==> src/rtl/itof_pkg.sv <==
package itof_pkg;

  // Operation class after opcode decode
  typedef enum logic [2:0] {
    KIND_NONE = 3'd0,
    KIND_MOV  = 3'd1,
    KIND_SGN1 = 3'd2,  // signed -> single
    KIND_UNS1 = 3'd3,  // unsigned -> single
    KIND_SGN2 = 3'd4   // signed -> double
  } conv_kind_e;

  // Magnitude of a source word; reading as signed only when asked
  function automatic logic [31:0] src_magnitude(input logic [31:0] src, input logic as_signed);
    logic neg;
    neg = as_signed & src[31];
    return neg ? (~src + 32'd1) : src;
  endfunction

  // Round-to-nearest-even increment decision
  function automatic logic rne_increment(input logic lsb, input logic guard, input logic sticky);
    return guard & (sticky | lsb);
  endfunction

endpackage

==> src/rtl/itof_lzc.sv <==
module itof_lzc #(
  parameter int W    = 32,
  parameter int LZ_W = $clog2(W)
) (
  input  logic [W-1:0]    vec,
  output logic [LZ_W-1:0] lz,
  output logic            all_zero
);
  // Scan upward; the highest set bit wins
  always_comb begin
    lz = '0;
    for (int i = 0; i < W; i++) begin
      if (vec[i]) lz = LZ_W'(W - 1 - i);
    end
    all_zero = ~|vec;
  end
endmodule

==> src/rtl/itof_norm.sv <==
module itof_norm #(
  parameter int W    = 32,
  parameter int LZ_W = $clog2(W)
) (
  input  logic [W-1:0]    mag,
  output logic [W-1:0]    norm,
  output logic [LZ_W-1:0] lead_pos,
  output logic            is_zero
);
  logic [LZ_W-1:0] lz;

  itof_lzc #(.W(W), .LZ_W(LZ_W)) u_lzc (
    .vec      (mag),
    .lz       (lz),
    .all_zero (is_zero)
  );

  // Leading one moved to bit W-1; its position gives the unbiased exponent
  always_comb begin
    norm     = mag << lz;
    lead_pos = LZ_W'(W - 1) - lz;
  end
endmodule

==> src/rtl/itof_pack.sv <==
module itof_pack import itof_pkg::*; #(
  parameter int W     = 32,
  parameter int EXP_W = 8,
  parameter int MAN_W = 23,
  parameter int LZ_W  = $clog2(W)
) (
  input  logic                   sign,
  input  logic [W-1:0]           norm,
  input  logic [LZ_W-1:0]        lead_pos,
  input  logic                   is_zero,
  output logic [EXP_W+MAN_W:0]   word,
  output logic                   round_up
);
  localparam int BODY_W = EXP_W + MAN_W;
  localparam int BIAS   = (1 << (EXP_W - 1)) - 1;
  localparam int DROP   = W - 1 - MAN_W;  // bits below the kept fraction

  logic [MAN_W-1:0]  frac;
  logic [EXP_W-1:0]  exp_field;
  logic [BODY_W-1:0] body;

  generate
    if (DROP >= 2) begin : g_round
      logic guard_b, sticky_b;
      always_comb begin
        frac     = norm[W-2 -: MAN_W];
        guard_b  = norm[DROP-1];
        sticky_b = |norm[DROP-2:0];
        round_up = rne_increment(frac[0], guard_b, sticky_b);
      end
    end else begin : g_exact
      always_comb begin
        frac     = {norm[W-2:0], {(MAN_W - W + 1){1'b0}}};
        round_up = 1'b0;
      end
    end
  endgenerate

  // The increment on the joined exponent+fraction carries into the exponent
  always_comb begin
    exp_field = EXP_W'(BIAS) + EXP_W'(lead_pos);
    body      = {exp_field, frac} + BODY_W'(round_up);
    word      = is_zero ? '0 : {sign, body};
  end
endmodule

==> src/rtl/itof_convert.sv <==
module itof_convert import itof_pkg::*; #(
  parameter int SRC_W   = 32,
  parameter int S_EXP_W = 8,
  parameter int S_MAN_W = 23,
  parameter int D_EXP_W = 11,
  parameter int D_MAN_W = 52,
  parameter int OP_W    = 8,
  parameter logic [OP_W-1:0] OP_NOP = 8'd0,
  parameter logic [OP_W-1:0] OP_MOV = 8'd1,
  parameter logic [OP_W-1:0] OP_I2D = 8'd4,
  parameter logic [OP_W-1:0] OP_I2S = 8'd5,
  parameter logic [OP_W-1:0] OP_U2S = 8'd6
) (
  input  logic            clk,
  input  logic            rst_n,
  input  logic            in_valid,
  input  logic [OP_W-1:0] in_op,
  input  logic [31:0]     in_src,
  output logic            out_valid,
  output logic [63:0]     out_result
);
  localparam int S_W   = 1 + S_EXP_W + S_MAN_W;
  localparam int RES_W = 1 + D_EXP_W + D_MAN_W;
  localparam int LZ_W  = $clog2(SRC_W);

  conv_kind_e       kind;
  logic             as_signed;
  logic             conv_neg;
  logic [31:0]      conv_mag;
  logic [31:0]      norm;
  logic [LZ_W-1:0]  lead_pos;
  logic             conv_zero;
  logic [S_W-1:0]   s_word;
  logic [RES_W-1:0] d_word;
  logic             rnd_up32;
  logic             rnd_up64;
  logic             produce;
  logic [RES_W-1:0] next_result;

  // Opcode decode; OP_NOP and unknown codes both map to no result
  always_comb begin
    if      (in_op == OP_MOV) kind = KIND_MOV;
    else if (in_op == OP_I2S) kind = KIND_SGN1;
    else if (in_op == OP_U2S) kind = KIND_UNS1;
    else if (in_op == OP_I2D) kind = KIND_SGN2;
    else                      kind = KIND_NONE;
  end

  always_comb begin
    as_signed = (kind == KIND_SGN1) || (kind == KIND_SGN2);
    conv_neg  = as_signed & in_src[31];
    conv_mag  = src_magnitude(in_src, as_signed);
    produce   = in_valid && (kind != KIND_NONE);
  end

  itof_norm #(.W(SRC_W), .LZ_W(LZ_W)) u_norm (
    .mag      (conv_mag),
    .norm     (norm),
    .lead_pos (lead_pos),
    .is_zero  (conv_zero)
  );

  itof_pack #(.W(SRC_W), .EXP_W(S_EXP_W), .MAN_W(S_MAN_W), .LZ_W(LZ_W)) u_pack_s (
    .sign     (conv_neg),
    .norm     (norm),
    .lead_pos (lead_pos),
    .is_zero  (conv_zero),
    .word     (s_word),
    .round_up (rnd_up32)
  );

  itof_pack #(.W(SRC_W), .EXP_W(D_EXP_W), .MAN_W(D_MAN_W), .LZ_W(LZ_W)) u_pack_d (
    .sign     (conv_neg),
    .norm     (norm),
    .lead_pos (lead_pos),
    .is_zero  (conv_zero),
    .word     (d_word),
    .round_up (rnd_up64)
  );

  always_comb begin
    unique case (kind)
      KIND_MOV:             next_result = RES_W'(in_src);
      KIND_SGN1, KIND_UNS1: next_result = RES_W'(s_word);
      KIND_SGN2:            next_result = d_word;
      default:              next_result = '0;
    endcase
  end

  always_ff @(posedge clk or negedge rst_n) begin
    if (!rst_n) begin
      out_valid  <= 1'b0;
      out_result <= '0;
    end else begin
      out_valid <= produce;
      if (produce) out_result <= next_result;
    end
  end
endmodule

==> config.mk <==
export PLATFORM = sky130hd
export DESIGN_NAME = itof_convert
export DESIGN_NICKNAME = d
export VERILOG_FILES = /design/src/rtl/itof_pkg.sv /design/src/rtl/itof_lzc.sv /design/src/rtl/itof_norm.sv /design/src/rtl/itof_pack.sv /design/src/rtl/itof_convert.sv
export SDC_FILE = /design/constraint.sdc
export NUM_CORES = 1
export LEC_CHECK = 0
export BUFFER_PORTS_ARGS = -buffer_cell sky130_fd_sc_hd__buf_4
export CAP_MARGIN = 30
export CORE_ASPECT_RATIO = 1.5
export CORE_MARGIN = 3
export CORE_UTILIZATION = 40
export DETAILED_ROUTE_END_ITERATION = 10
export GPL_TIMING_DRIVEN = 0
export HOLD_SLACK_MARGIN = 0.05
export PLACE_DENSITY = 0.61
export SETUP_SLACK_MARGIN = 0.05
export SKIP_CTS_REPAIR_TIMING = 1
export SLEW_MARGIN = 10
export SYNTH_ARGS = -nofsm -noshare
export SYNTH_HDL_FRONTEND = slang
export SYNTH_HIERARCHICAL = 1
export SYNTH_SLANG_ARGS = --single-unit
==> constraint.sdc <==
create_clock -name clk -period 1.3 [get_ports clk]
set_input_delay 0.26 -clock clk [delete_from_list [all_inputs] [get_ports clk]]
set_output_delay 0.26 -clock clk [all_outputs]
set_load 0.005 [all_outputs]
Yosys cells after proc, flatten, opt, wreduce, memory -nomap -nowiden:

Index checks and enable logic that the tools add are counted.

* flip-flop bits (word level): 65
* bits in latches: 0
* bits in writable memories: 0
* ROM bits: 0
* input port bits: 43
* output and inout port bits: 65
* memories: 0

* add/sub/neg operators: 5
* $mul: 0
* divide/modulo/power cells: 0
* magnitude comparators: 0
* eq/ne operators: 8
* shift operators: 1
* multiplexer cells: 40
* bitwise logic cells: 4
* reduce and logical (&&, ||, !) cells: 6

Operator list (number)
* $pmux 64 s3: 1
* $mux 5: 32
* $mux 32: 2
* $mux 64: 1
* $add 32x1->32 const B: 1
* $not 32->32: 1
* $reduce_or 32->1: 1
* $shl 32x5->31: 1
* $add 31x1->31: 1
* $eq 8x3->1 const B: 3
* $mux 3: 4
* $add 10x5->11 const A: 1
* $add 7x5->8 const A: 1
* $eq 8x1->1 const B: 1
* $reduce_or 7->1: 1
* $eq 3x2->1 const B: 2
* $sub 5x5->5 const A: 1
* $eq 3x1->1 const B: 1
* $eq 3x3->1 const B: 1
* $reduce_bool 3->1: 1
* $and 1x1->1: 2
* $reduce_or 2->1: 1
* $logic_and 1x1->1: 1
* $logic_or 1x1->1: 1
* $or 1x1->1: 1

Depth between registers and ports, before layout:

* word-level depth: 48
* depth in mapped cells: 29

Modules after synthesis:

Netlist, hierarchy kept.

By module, submodules not included
* itof_convert: instances 1, cells each 406, area each 3703.6 µm²
* itof_norm: instances 1, cells each 179, area each 1674.1 µm²
* itof_pack (u_pack_s): instances 1, cells each 151, area each 955.9 µm²
* itof_pack (u_pack_d): instances 1, cells each 81, area each 518.0 µm²
* itof_lzc: instances 1, cells each 69, area each 380.4 µm²

Worst setup path before layout:

No wires, ideal clock.

* kind: input to register
* start point: input in_op[7]
* end point: register out_result[27]
* setup time: 77 ps
* arrival time: 5895 ps
* path slack: -4672 ps
* cell stages on the path: 26
* buffers on the path: 4
* cell sequence: or4_4 -> buf_6 -> nor2_1 -> nand3_1 -> inv_1 -> buf_4 -> o41ai_1 -> xnor2_1 -> or4_1 -> a21oi_1 -> nor2_1 -> o21bai_1 -> a21oi_1 -> clkinv_1 -> buf_1 -> mux2i_1 -> o221ai_1 -> nand4_2 -> or4_1 -> clkbuf_2 -> or4b_1 -> a21oi_1 -> a32oi_1 -> nor2_1 -> a21oi_1 -> a21oi_1

* elaborated cells between the ends (all ways): 61
* classes of those cells: 3 x add/sub; 8 x eq/ne; 1 x shift; 40 x mux; 3 x bitwise; 6 x reduce/logical

RTL lines
* start, declared: line itof_convert.sv:17 `input logic [OP_W-1:0] in_op,`
* $eq 8x3->1: line itof_convert.sv:45 `else if (in_op == OP_I2D) kind = KIND_SGN2;`
* $mux 3: line itof_convert.sv:45
* $mux 3: line itof_convert.sv:44 `else if (in_op == OP_U2S) kind = KIND_UNS1;`
* $mux 3: line itof_convert.sv:43 `else if (in_op == OP_I2S) kind = KIND_SGN1;`
* $mux 3 (*): line itof_convert.sv:42 `if (in_op == OP_MOV) kind = KIND_MOV;`
* $eq 3x2->1 or $eq 3x3->1 (tied branches): line itof_convert.sv:50 `as_signed = (kind == KIND_SGN1) || (kind == KIND_SGN2);`
* $logic_or 1x1->1 (*): line itof_convert.sv:50
* $and 1x1->1 (*)
* net conv_neg: line itof_convert.sv:28 `logic conv_neg;`
* (+1 left out)
* net conv_mag[9]: line itof_convert.sv:29 `logic [31:0] conv_mag;`
* (+23 left out)
* net u_norm.lz[2]: line itof_norm.sv:10 `logic [LZ_W-1:0] lz;`
* $sub 5x5->5 (*): line itof_norm.sv:21 `lead_pos = LZ_W'(W - 1) - lz;`
* net lead_pos[2]: line itof_convert.sv:31 `logic [LZ_W-1:0] lead_pos;`
* $add 7x5->8 (*): line itof_pack.sv:41 `exp_field = EXP_W'(BIAS) + EXP_W'(lead_pos);`
* $add 31x1->31 (*): line itof_pack.sv:42 `body = {exp_field, frac} + BODY_W'(round_up);`
* $mux 32 (*): line itof_pack.sv:43 `word = is_zero ? '0 : {sign, body};`
* net s_word[27]: line itof_convert.sv:33 `logic [S_W-1:0] s_word;`
* $pmux 64 s3 (*): line itof_convert.sv:82 `unique case (kind)`
* end signal, assigned: line itof_convert.sv:96 `if (produce) out_result <= next_result;`
* end, declared: line itof_convert.sv:20 `output logic [63:0] out_result`

Mark *: on every way through the listed nets, which the timed path passes. The rest lies on a longest branch.
A chain may end at the register's enable or synchronous reset.

Worst setup path after layout:

* start point: input in_op[4]
* end point: register out_result[20]

* elaborated cells between the ends (all ways): 58
* classes of those cells: 1 x add/sub; 8 x eq/ne; 1 x shift; 39 x mux; 3 x bitwise; 6 x reduce/logical

RTL lines
* $eq 8x3->1: line itof_convert.sv:45
* $mux 3: line itof_convert.sv:45
* $mux 3: line itof_convert.sv:44
* $mux 3: line itof_convert.sv:43
* $mux 3 (*): line itof_convert.sv:42
* $eq 3x2->1 or $eq 3x3->1 (tied branches): line itof_convert.sv:50
* $logic_or 1x1->1 (*): line itof_convert.sv:50
* $and 1x1->1 (*)
* net conv_neg: line itof_convert.sv:28
* (+1 left out)
* net conv_mag[10]: line itof_convert.sv:29
* $mux 5 (*) (22 in series): line itof_lzc.sv:13 `if (vec[i]) lz = LZ_W'(W - 1 - i);`
* net u_norm.lz[0]: line itof_norm.sv:10
* $shl 32x5->31 (*): line itof_norm.sv:20 `norm = mag << lz;`
* net norm[24]: line itof_convert.sv:30 `logic [31:0] norm;`
* $add 31x1->31 (*): line itof_pack.sv:42
* $mux 32 (*): line itof_pack.sv:43
* net s_word[20]: line itof_convert.sv:33
* $pmux 64 s3 (*): line itof_convert.sv:82

Marked as above.

==> impl_metrics.ini <==
[worst_setup_path]
crit_path_start = in_op[4]
crit_path_start_kind = input port
worstPathArrival_ps = 6130
rr_worst_depth = 1
rr_startpoint = out_result[48]
cp.required_ps = 1560
crit_fanout = 10
end_kind = flip-flop
cp_slowest_stage_delay_ps = 630
cp_slowest_cell = or4_4
r2r_slack_ps = 550
path_class = input port to flip-flop
r2r_end = out_result[48]

[place]
gpl.final_weighted_congestion = 0.954
post-dp-hpwl_um = 21400
dp_slack_ps = -5740
postPlaceCellArea_sq_um = 8780
numPortBuffers = 107

[yosys]
syn_inst = 879
syn_area_sq_um = 7180
syn_avg_cell_area_sq_um = 8.17
yosysWarnings = 6

[timing]
fmax_mhz = 170
max_slew_margin_pct = 41.6
clock_skew_ps = 0
finalCriticalPeriod_ps = 5870
tightestPinTransition_ps = 864
rsz0062_at_grt = true
final_max_slew_viol_count = 0
hold_viol_final = 0
whs_ps = 22.6
setup_viol = 65
worst_slack_ps = -4570
fin_crit_sh_pct = 452

[run_status]
run_status = finished with violations
violations = negative setup slack

[final_layout]
nets = 1162
design_area_sq_um = 11100
area_growth_syn_to_layout_pct = 53.9
drive_above_1_share_pct = 47.0
layout_common_cells = buf_4, nor2_1, dfrtp_1
nFillCells = 1473
fin_util_pct = 63.2
layout_commonest_cell = buf_4
antenna_cells = 0

[power_and_ir_drop]
vdd_ir_drop_max_mv = 0.631
switching_power_w = 0.00275
comb_power_share_pct = 39.7
finalPower_w = 0.00834
power.share.sequential_pct = 25.7
p_int_w = 0.00559
leakage_nw = 4.61
power_density_nw_per_um2 = 754
switching_share_pct = 33.0
power_frac_clock_pct = 34.6

[routing]
via_per_inst = 5.98
drt-wirelength-per-cell_um = 21.7
ant_nets = 0
num_vias = 7957
wl_um = 28800
drc = 0
drt-initial-drc-count = 644
first_pass_iters = 5

[global_route]
grt_start_max_net_pins = 66
overflow = 0
grt_most_used_layer = met2
grt.total_usage_pct = 27.0
antenna_found_initial = 0
met3_usage_pct = 2.38
grt_pass1_wl_um = 41200
grtUsageMet1_pct = 32.7
met2_usage_pct = 48.9
grt_pass1_vias = 7229

[floorplan]
die_w_um = 115
core_area_sq_um = 17500
die_area_sq_um = 19600
io-pin-count = 108
rows = 59
start_util_pct = 41.1
die_h_um = 170

[cts]
htreeDepth = 3
insertion_delay_ps = 320
clkTransAtPathRegs_ps = 60
cts_sinks = 65
cts_made_buffers = 9
tritoncts = built
cts_root_buf = clkbuf_16
cts_buffer_depth = 2

[min_path]
hold_path.class = input port to async pin

[run]
cap_violations = 0
[layer usage]
layer | part of all wire [%] | routed length [um]
met4 | 4.5 | 1300
met3 | 3.9 | 1130
met5 | 0 | 0
met1 | 39 | 11100
met2 | 53 | 15300
[per-stage QoR]
| step | setup TNS (ps) | std cells |
|---|---|---|
| 5_1_grt | -255430 | 1331 |
| 2_1_floorplan | -209150 | 899 |
| 3_3_place_gp | -294380 | 1219 |
| 3_5_place_dp | -291890 | 1220 |
| 6_report | -244170 | 1331 |
| 4_1_cts | -270150 | 1236 |
[power by group through the flow]
stage | Sequential [W] | Combinational (W) | Clock (W)
2_1_floorplan | 0.00218 | 0.00158 | 0
6_report | 0.00215 | 0.00331 | 0.00289
5_1_grt | 0.00215 | 0.00348 | 0.00301
3_5_place_dp | 0.00218 | 0.00246 | 0
4_1_cts | 0.00215 | 0.00246 | 0.00293
3_3_place_gp | 0.00218 | 0.00244 | 0
[final cells by class]
type                            count  area (sq um)  area share, %
Multi-Input combinational cell    727          6390           57.8
Timing Repair Buffer              202          1660           15.0
Sequential cell                    65          1630           14.7
Buffer                             84           648           5.86
Tap cell                          213           267           2.41
Clock buffer                       10           239           2.16
Clock inverter                      6           115           1.04
Inverter                           23           105          0.951
Timing Repair inverter              1          8.76         0.0792
[registers in the layout (all words and copies together) (netlist names)]
register	cells
out_valid	1
out_result	64
[worst max-delay path, delay by kind of cell]
kind / cells / cell delay, ps
xor gates and xnor gates: 1 / 220
buffers and inverters: 8 / 1170
AOI/OAI and AO/OA: 10 / 1570
and+or+nand+nor: 10 / 2920
[how the worst max path moves through the flow]
stage	endpoint	cells past startpoint	slack [ps]
floorplan	out_result[27]	26	-4120
CTS	out_result[27]	28	-5430
global placement	out_result[27]	28	-5740
detailed placement	out_result[27]	28	-5740
global route	out_result[22]	28	-4770
finish	out_result[20]	29	-4570
Note: power is estimated with default switching activity, not from simulation.
